## src/rtl/trim_seq_pkg.sv

```systemverilog
`timescale 1ns/1ps
package trim_seq_pkg;
  typedef enum logic [1:0] {
    OP_IDLE  = 2'd0,
    OP_CAL   = 2'd1,
    OP_PROG  = 2'd2,
    OP_ERASE = 2'd3
  } op_e;

  function automatic int max3(input int a, input int b, input int c);
    int m;
    m = (a > b) ? a : b;
    return (m > c) ? m : c;
  endfunction
endpackage

```

## src/rtl/cal_pin_edge.sv

```systemverilog
`timescale 1ns/1ps
module cal_pin_edge #(
  parameter int SYNC_STAGES = 2
) (
  input  logic clk_i,
  input  logic rst_ni,
  input  logic pin_i,
  output logic rise_o
);
  logic [SYNC_STAGES:0] sh_q;

  always_ff @(posedge clk_i or negedge rst_ni) begin
    if (!rst_ni) sh_q <= '0;
    else         sh_q <= {sh_q[SYNC_STAGES-1:0], pin_i};
  end

  // last synchronized sample vs. the one before it
  assign rise_o = sh_q[SYNC_STAGES-1] & ~sh_q[SYNC_STAGES];
endmodule

```

## src/rtl/op_timer.sv

```systemverilog
`timescale 1ns/1ps
module op_timer #(
  parameter int PRESCALE = 125000,
  parameter int TICK_W   = 8
) (
  input  logic              clk_i,
  input  logic              rst_ni,
  input  logic              start_i,
  input  logic              run_i,
  input  logic [TICK_W-1:0] dur_i,
  output logic              done_o
);
  localparam int PRE_W = (PRESCALE > 1) ? $clog2(PRESCALE) : 1;

  logic              tick;
  logic [TICK_W-1:0] tcnt_q;

  generate
    if (PRESCALE == 1) begin : g_no_pre
      assign tick = 1'b1;
    end else begin : g_pre
      logic [PRE_W-1:0] pre_q;
      assign tick = (pre_q == PRE_W'(PRESCALE - 1));
      always_ff @(posedge clk_i or negedge rst_ni) begin
        if (!rst_ni)      pre_q <= '0;
        else if (start_i) pre_q <= '0;
        else if (run_i)   pre_q <= tick ? '0 : pre_q + 1'b1;
      end
    end
  endgenerate

  always_ff @(posedge clk_i or negedge rst_ni) begin
    if (!rst_ni)              tcnt_q <= '0;
    else if (start_i)         tcnt_q <= '0;
    else if (run_i && tick)   tcnt_q <= tcnt_q + 1'b1;
  end

  assign done_o = run_i && tick && (tcnt_q == dur_i - TICK_W'(1));
endmodule

```

## src/rtl/image_bank.sv

```systemverilog
`timescale 1ns/1ps
module image_bank #(
  parameter int IMG_W = 16,
  parameter int N_IMG = 2,
  localparam int SEL_W = (N_IMG > 1) ? $clog2(N_IMG) : 1
) (
  input  logic                        clk_i,
  input  logic                        rst_ni,
  input  logic                        commit_i,
  input  logic                        erase_i,
  input  logic [SEL_W-1:0]            sel_i,
  input  logic [IMG_W-1:0]            data_i,
  output logic [N_IMG-1:0][IMG_W-1:0] img_o
);
  generate
    for (genvar g = 0; g < N_IMG; g++) begin : g_img
      always_ff @(posedge clk_i or negedge rst_ni) begin
        if (!rst_ni) begin
          img_o[g] <= '0;
        end else if (commit_i && sel_i == SEL_W'(g)) begin
          // cells can only be set by program; only erase clears
          img_o[g] <= erase_i ? '0 : (img_o[g] | data_i);
        end
      end
    end
  endgenerate
endmodule

```

## src/rtl/trim_nv_sequencer.sv

```systemverilog
`timescale 1ns/1ps
module trim_nv_sequencer
  import trim_seq_pkg::*;
#(
  parameter int IMG_W         = 16,
  parameter int PRESCALE      = 125000,
  parameter int CAL_PWR_TICKS = 250,
  parameter int CAL_USR_TICKS = 100,
  parameter int NV_TICKS      = 90,
  parameter int SYNC_STAGES   = 2
) (
  input  logic             clk_i,
  input  logic             rst_ni,
  input  logic             cal_pin_i,
  input  logic             tap_cal_i,
  input  logic             tap_prog_i,
  input  logic             tap_erase_i,
  input  logic             img_sel_i,
  input  logic [IMG_W-1:0] prog_data_i,
  output logic             busy_o,
  output logic [1:0]       op_o,
  output logic             hold_ref_o,
  output logic             in_iso_o,
  output logic             cal_done_o,
  output logic [IMG_W-1:0] img_a_o,
  output logic [IMG_W-1:0] img_b_o
);
  localparam int MAX_TICKS = max3(CAL_PWR_TICKS, CAL_USR_TICKS, NV_TICKS);
  localparam int TICK_W    = $clog2(MAX_TICKS + 1);

  op_e               op_q, req_op;
  logic [TICK_W-1:0] dur_q, req_dur;
  logic              sel_q;
  logic [IMG_W-1:0]  data_q;
  logic              cal_done_q;
  logic              idle, accept, done, pin_rise;
  logic [1:0][IMG_W-1:0] imgs;

  cal_pin_edge #(.SYNC_STAGES(SYNC_STAGES)) u_pin (
    .clk_i  (clk_i),
    .rst_ni (rst_ni),
    .pin_i  (cal_pin_i),
    .rise_o (pin_rise)
  );

  assign idle = (op_q == OP_IDLE);

  always_comb begin
    req_op  = OP_IDLE;
    req_dur = TICK_W'(CAL_USR_TICKS);
    if (tap_erase_i) begin
      req_op  = OP_ERASE;
      req_dur = TICK_W'(NV_TICKS);
    end else if (tap_prog_i) begin
      req_op  = OP_PROG;
      req_dur = TICK_W'(NV_TICKS);
    end else if (tap_cal_i || pin_rise) begin
      req_op  = OP_CAL;
      req_dur = TICK_W'(CAL_USR_TICKS);
    end
  end

  assign accept = idle && (req_op != OP_IDLE);

  always_ff @(posedge clk_i or negedge rst_ni) begin
    if (!rst_ni) begin
      op_q       <= OP_CAL;
      dur_q      <= TICK_W'(CAL_PWR_TICKS);
      sel_q      <= 1'b0;
      data_q     <= '0;
      cal_done_q <= 1'b0;
    end else begin
      cal_done_q <= done && (op_q == OP_CAL);
      if (accept) begin
        op_q   <= req_op;
        dur_q  <= req_dur;
        sel_q  <= img_sel_i;
        data_q <= prog_data_i;
      end else if (done) begin
        op_q <= OP_IDLE;
      end
    end
  end

  op_timer #(.PRESCALE(PRESCALE), .TICK_W(TICK_W)) u_timer (
    .clk_i   (clk_i),
    .rst_ni  (rst_ni),
    .start_i (accept),
    .run_i   (!idle),
    .dur_i   (dur_q),
    .done_o  (done)
  );

  image_bank #(.IMG_W(IMG_W), .N_IMG(2)) u_bank (
    .clk_i    (clk_i),
    .rst_ni   (rst_ni),
    .commit_i (done && (op_q == OP_PROG || op_q == OP_ERASE)),
    .erase_i  (op_q == OP_ERASE),
    .sel_i    (sel_q),
    .data_i   (data_q),
    .img_o    (imgs)
  );

  assign busy_o     = !idle;
  assign op_o       = op_q;
  assign hold_ref_o = (op_q == OP_CAL) || (op_q == OP_ERASE);
  assign in_iso_o   = (op_q == OP_ERASE);
  assign cal_done_o = cal_done_q;
  assign img_a_o    = imgs[0];
  assign img_b_o    = imgs[1];
endmodule

```

## config.mk

```make
export PLATFORM = sky130hd
export DESIGN_NAME = trim_nv_sequencer
export DESIGN_NICKNAME = d
export VERILOG_FILES = /design/src/rtl/trim_seq_pkg.sv /design/src/rtl/cal_pin_edge.sv /design/src/rtl/op_timer.sv /design/src/rtl/image_bank.sv /design/src/rtl/trim_nv_sequencer.sv
export SDC_FILE = /design/constraint.sdc
export NUM_CORES = 1
export LEC_CHECK = 0
export ABC_AREA = 1
export BUFFER_PORTS_ARGS = -buffer_cell sky130_fd_sc_hd__buf_2
export CORE_MARGIN = 2
export CORE_UTILIZATION = 62
export DETAILED_ROUTE_END_ITERATION = 10
export GPL_TIMING_DRIVEN = 0
export MAX_ROUTING_LAYER = met4
export PLACE_DENSITY = 0.85
export SLEW_MARGIN = 0
export SYNTH_ARGS = -nofsm -noshare
export SYNTH_HDL_FRONTEND = slang
export SYNTH_SLANG_ARGS = --single-unit
```

## constraint.sdc

```tcl
create_clock -name clk_i -period 5.8 [get_ports clk_i]
set_input_delay 0.29 -clock clk_i [delete_from_list [all_inputs] [get_ports clk_i]]
set_output_delay 0.29 -clock clk_i [all_outputs]
set_load 0.03 [all_outputs]
```

==> qor.yml, run 1 <==
power_and_ir_drop:
  ir_drop_v: 0.000126
  total_leakage_power_uw: 0.00256
  powerDensity_nw_per_um2: 205
logic_synthesis:
  seq_area_frac_synth: 0.491
  synth_top_area_share: 0.467
  syn_avg_cell_area_um2: 7.70
  ys_warn_count: 0
  yosysTopAreaCell: "dfrtp_1"
  synth.area.top_cells: "dfrtp_1, nand2_1, nor2_1"
  synthArstFlopShare: 1.00
  synth_edf_count: 0
  syn_inst: 557
  netlist_area_um2: 4290
  syn_nets: 584
  yosys_most_used_dff: "dfrtp_1"
  yosys.cell_types.count: 35
  synth-seq-cells: 84
detailed_routing:
  avgRoutedWirePerCell_um: 14.5
  drt_iter0_drc: 314
  drt-pass1-iter-count: 5
  drcViolationCount: 0
  vias: 4037
  viasPerCell: 5.65
  detail-route-antenna-nets: 0
  routed_wl_um: 10400
flow_run:
  drv_cap: 0
status:
  outcome: "finished clean"
timing:
  final_hold_viol_count: 0
  max_clock_freq_ghz: 0.436
  skew_ns: 0.0165
  final.min_clock_period_ns: 2.29
  fin_ws_ns: 3.51
  fin_setup_tns_ns: 0
  setup_viol: 0
  max_slew_margin: 0.607
  tightest_slew_ns: 0.590
  timing.hold.ws_ns: 0.0384
  final_max_slew_viol_count: 0
  period_share: 0.395
  rsz0062_at_grt: "no"
grt:
  grt_usage: 0.293
  grt_max_degree: 55
  grt_pass1_vias: 3726
  overflow: 0
  antenna_found_initial: 0
  grt_pass1_wl_um: 16900
finish:
  area_delta_synth_final_pct: 14.5
  num-fill-cells: 542
  mostFrequentLayoutCell: "nand2_1"
  diodes: 0
  nets: 657
  postLayoutCoreUtil: 0.727
  drive_gt1_frac: 0.164
  final_cell_mix: "nand2_1, nor2_1, dfrtp_1, buf_2, nand4_1"
floorplanning:
  fp-row-count: 30
  die_area_um2: 7600
  die_h_um: 87.2
  coreArea_um2: 6760
  start_util: 0.635
  die_w_um: 87.2
  io_pins: 61
setup_path:
  r2r_slack_ns: 3.59
  critPathMaxFanout: 10
  reg2reg_to: "u_bank.img_o[14]$_DFFE_PN0P_"
  worstReg2RegStart: "dur_q[4]$_DFFE_PN1P_"
  crit_path_end_kind: "output pin"
  startpoint_type: "flop"
  reg2reg_depth: 13
  path_class: "flop to output pin"
  crit_arrival_ns: 2.00
  required_ns: 5.51
place:
  io_buffers: 60
  dp.final_hpwl_um: 7240
  dp_worst_setup_slack_ns: 3.61
  gp_congestion: 0.918
clock_tree:
  cts_buffer_depth: 2
  cts_setup_buffers: 0
  numCtsBuffers: 9
  clk-insertion-delay-late_ns: 0.37
  clk_pin_slew_ns: 0.09
  cts_num_sinks: 84
  tritoncts: "done"
  root_buffer: "clkbuf_8"
  htree_levels: 3
worst_hold_path:
  hold_end: "u_pin.sh_q[0]$_DFF_PN0_"
  hold_path_depth: 1
  min_from: "cal_pin_i"
  hold_class: "input port to flop"
cells by family after synthesis:
| family | Yosys count | synth area share |
|---|---|---|
| xor gates and xnor gates | 8 | 0.0163 |
| DFF | 84 | 0.491 |
| buffers and inverters | 65 | 0.0651 |
| and+or+nand+nor | 352 | 0.359 |
| AOI/OAI and AO/OA | 44 | 0.0566 |
| adders and majority gates | 4 | 0.0117 |
power by group:
part / internal (uW) / switching (uW) / leakage, uW / total, uW
sequential: 587 / 0.868 / 0.00108 / 588
clock: 162 / 232 / 0.0000910 / 393
combinational: 9.24 / 16.5 / 0.00138 / 25.8
total: 758 / 249 / 0.00256 / 1010
area by class of cell:
type                            instances  area, um^2  share of cell area
Multi-Input combinational cell        408        1900               0.388
Timing Repair Buffer                   62         340              0.0693
Tap cell                               80         100              0.0204
Buffer                                 23         121              0.0247
Clock buffer                            9         124              0.0252
Inverter                               42         158              0.0321
Sequential cell                        84        2110               0.429
Clock inverter                          7        56.3              0.0115
metal layers:
layer  vias to the layer above  routed length, um  global-route usage
met5                         -                  0                   -
met4                         0                203               0.120
met3                        19                754              0.0540
met2                       176               4830               0.445
met1                      1891               4580               0.391
li1                       1951                  -                   -
state kept, by name, indices dropped and copies added (netlist names):
signal and cells:
u_timer.g_pre.pre_q 17, dur_q 4, data_q 16, u_bank.img_o 32, cal_done_o 1, op_o 2, u_pin.sh_q 3, u_timer.tcnt_q 8
sel_q 1
stage by stage:
step / instances / power (uW) / instance area (um^2)
2_1_floorplan: 557 / 603 / 4290
3_3_place_gp: 697 / 622 / 4690
3_5_place_dp: 698 / 625 / 4720
4_1_cts: 715 / 1010 / 4910
5_1_grt: 715 / 1040 / 4910
6_report: 715 / 1010 / 4910
worst max-delay path, cell delays in order, from the launching register on:
cell and delay [ns]:
dfrtp_1 0.41, buf_2 0.27, nand2_1 0.07, inv_1 0.16, buf_1 0.43, buf_2 0.30
Yosys cell counts (3+ instances only):
cell	n
a21oi_1	9
a31oi_1	3
clkbuf_1	10
o22ai_1	4
nand2_1	182
nand4_1	43
ha_1	4
nand3_1	18
dfrtp_1	80
buf_4	4
buf_2	4
dfstp_2	4
xor2_1	7
nor3_1	7
nor2_1	89
o21ai_0	22
buf_1	3
nor2_2	5
inv_1	38
worst max-delay path by stage:
stage,start,end,cells past startpoint
after global placement,dur_q[4]$_DFFE_PN1P_,u_bank.img_o[8]$_DFFE_PN0P_,13
final,op_o[1]$_DFFE_PN0P_,in_iso_o,5
after detailed placement,dur_q[4]$_DFFE_PN1P_,u_bank.img_o[11]$_DFFE_PN0P_,13
after global routing,op_o[1]$_DFFE_PN0P_,in_iso_o,5
after floorplan,dur_q[4]$_DFFE_PN1P_,u_bank.img_o[5]$_DFFE_PN0P_,13
after CTS,op_o[1]$_DFFE_PN0P_,in_iso_o,5
repair_timing:
item                                   CTS  global route
hold buffers                             1             0
gates resized for setup                  0             0
endpoints found under the hold margin   29             0
Power figures use the tool's default switching activity.
==> run 2: changes to the inputs <==
- CORE_UTILIZATION: 62 -> 52
- PLACE_DENSITY: 0.85 -> 0.76
- clock period: 5.8 -> 2 ns (I/O delays scaled with it)
==> qor.yml, run 2 (synthesis gave the netlist of run 1 again) <==
status:
  outcome: "complete, but fails checks"
  failed_checks: "negative setup slack"
worst_hold_path:
  hold_class: "input port to flop"
clock_tree:
  clk_pin_slew_ns: 0.09  # about the same
  numCtsBuffers: 9  # unchanged
  clk-insertion-delay-late_ns: 0.37  # about the same
  root_buffer: "clkbuf_8"
  htree_levels: 3  # unchanged
  cts_buffer_depth: 2  # unchanged
  cts_num_sinks: 84  # unchanged
  tritoncts: "done"
detailed_routing:
  drt_iter0_drc: 278  # -11%
  viasPerCell: 5.35  # -5.3%
  drcViolationCount: 0  # unchanged
  routed_wl_um: 10900  # +5.2%
  vias: 4092  # +1.4%
  detail-route-antenna-nets: 0  # unchanged
  drt-pass1-iter-count: 5  # unchanged
  avgRoutedWirePerCell_um: 14.3  # -1.7%
  wl_met2_um: 5140  # +6.6%
  wl_met1_um: 4930  # +7.6%
  routed.top_layer: "met4"
  wl_met3_um: 655  # -13%
place:
  dp.final_hpwl_um: 7490  # +3.3%
  gp_congestion: 0.927  # +0.94%
  dp_worst_setup_slack_ns: -0.227  # -3.84 ns
  io_buffers: 60  # unchanged
setup_path:
  startpoint_type: "flop"
  critPathBufInv: 3  # -1
  crit_end: "u_bank.img_o[27]$_DFFE_PN0P_"
  cp.depth: 13  # +8
  critPathMaxFanout: 10  # unchanged
  critical_path.most_common_cell: "nand2_1"
  worstReg2RegStart: "dur_q[4]$_DFFE_PN1P_"
  cp_slowest_stage_delay_ns: 0.57  # +0.14 ns
  reg2reg_to: "u_bank.img_o[27]$_DFFE_PN0P_"
  crit_path_end_kind: "flop"
  crit_slowest_cell: "dfstp_2"
  timing.critical_path.cells: "inv_4 > ha_4 > nand2_2 > inv_2 > nor2_2 > nand2_1 > nor2_2 > nand3_2 > nor2_8 > nand3_4 > buf_8 > nand2_1 > nand2_1"
  crit_arrival_ns: 2.27  # +0.27 ns
  required_ns: 2.26  # -3.25 ns
  critPathLaunch: "dur_q[4]$_DFFE_PN1P_"
  r2r_slack_ns: -0.01  # -3.60 ns
  reg2reg_depth: 13  # unchanged
  critical-path-top-delay-family: "simple AND/OR/NAND/NOR gates"
  path_class: "flop to flop"
finish:
  area_delta_synth_final_pct: 23.6
  diodes: 0  # unchanged
  nets: 682  # +3.8%
  final_cell_mix: "nand2_1, nor2_1, dfrtp_1, buf_2, nand4_1"
  num-fill-cells: 717  # +32%
  largest_reg_flops: 32  # unchanged
  top_regs: "u_bank.img_o: 32 flops, u_timer.g_pre.pre_q: 17 flops, data_q: 16 flops"
  drive_gt1_frac: 0.195  # +0.0317
  mostFrequentLayoutCell: "nand2_1"
  regMostFlops: "u_bank.img_o"
grt:
  overflow: 0  # unchanged
  grt_pass1_vias: 3960  # +6.3%
  grt_usage: 0.263  # -0.0304
  grt_max_degree: 61  # +11%
  grt_pass1_wl_um: 18000  # +6.7%
  antenna_found_initial: 0  # unchanged
floorplanning:
  start_util: 0.530  # -0.105
  die_h_um: 94.8  # +8.8%
  die_w_um: 94.8  # +8.8%
  fp-row-count: 33  # +10%
  die_area_um2: 8990  # +18%
  io_pins: 61  # unchanged
  coreArea_um2: 8090  # +20%
timing:
  final_max_slew_viol_count: 0  # unchanged
  skew_ns: 0.0150  # -0.00145 ns
  max_slew_margin: 0.625  # +0.0179
  fin_setup_tns_ns: -0.0192  # -0.0192 ns
  final_hold_viol_count: 0  # unchanged
  setup_viol: 4  # +4
  period_share: 1.01
  final.min_clock_period_ns: 2.01
  tightest_slew_ns: 0.563  # -0.0268 ns
  fin_ws_ns: -0.0123  # -3.52 ns
  rsz0062_at_grt: "yes"
  max_clock_freq_ghz: 0.497
power_and_ir_drop:
  p_int_uw: 2500  # +230%
  clkPwrFrac: 0.439  # +0.048
  total_leakage_power_uw: 0.00271  # +5.7%
  power_frac_seq: 0.529  # -0.055
  comb_power_share: 0.033  # +0.007
  switching_power_uw: 723  # +190%
  ir_drop_v: 0.000411  # +230%
  p_sw_frac: 0.224  # -0.0232
  powerDensity_nw_per_um2: 609  # +200%
flow_run:
  drv_cap: 0  # unchanged
run 2: what timing repair did:
action / 4_1_cts / 5_1_grt
buffers inserted: 6 / 2
pin swaps: 2 / 2
gates resized for setup: 10 / 12
setup endpoints to repair: 33 / 38
hold endpoints to repair: 42 / 0
hold buffers: 19 / 0
run 2: power by group through the flow:
stage          sequential [uW]  clock [uW]  combinational [uW]
2_1_floorplan             1740           0                9.79
3_3_place_gp              1740           0                67.5
3_5_place_dp              1740           0                75.6
4_1_cts                   1710        1430                 107
5_1_grt                   1710        1500                 120
6_report                  1710        1420                 105
run 2: how the worst min path moves through the flow:
stage | startpoint | end | slack (ns) | cells after the start
after global routing | tap_erase_i | op_o[0]$_DFFE_PN1P_ | 0.07 | 3
after detailed placement | rst_ni | u_timer.g_pre.pre_q[16]$_DFFE_PN0P_ | 0.04 | 1
final | tap_erase_i | op_o[0]$_DFFE_PN1P_ | 0.04 | 3
after global placement | cal_pin_i | u_pin.sh_q[0]$_DFF_PN0_ | 0.21 | 1
after CTS | tap_erase_i | op_o[0]$_DFFE_PN1P_ | 0.03 | 3
after floorplan | rst_ni | cal_done_o$_DFF_PN0_ | -0.20 | 0
run 2: worst register-to-register path, delay by kind of cell (launching register included):
family | cells | cell delay (ns)
and+or+nand+nor | 9 | 0.86
DFF | 1 | 0.57
buffers and inverters | 3 | 0.25
adders and majority gates | 1 | 0.24
run 2: final cells by class:
cell class	instances	area (um^2)	area share
Sequential cell	84	2110	0.397
Multi-Input combinational cell	408	1950	0.368
Timing Repair Buffer	88	593	0.112
Inverter	42	160	0.0302
Clock buffer	10	138	0.0260
Tap cell	105	131	0.0248
Buffer	22	125	0.0236
Clock inverter	6	93.8	0.0177
run 2: metrics by stage:
step                power (uW)  instances   util  area (um^2)  hold slack (ns)
detailed placement        1810        723  0.587         4750           0.0357
global placement          1810        722  0.583         4720            0.211
finish                    3230        765  0.655         5300           0.0428
CTS                       3240        763  0.650         5260           0.0323
global route              3330        765  0.655         5300           0.0661
floorplan                 1750        557      -         4290           -0.196
run 2: routing by layer:
layer,vias to the layer above,track usage
li1,2007,-
met3,15,0.0399
met1,1918,0.352
met5,-,-
met4,0,0.0918
met2,152,0.409
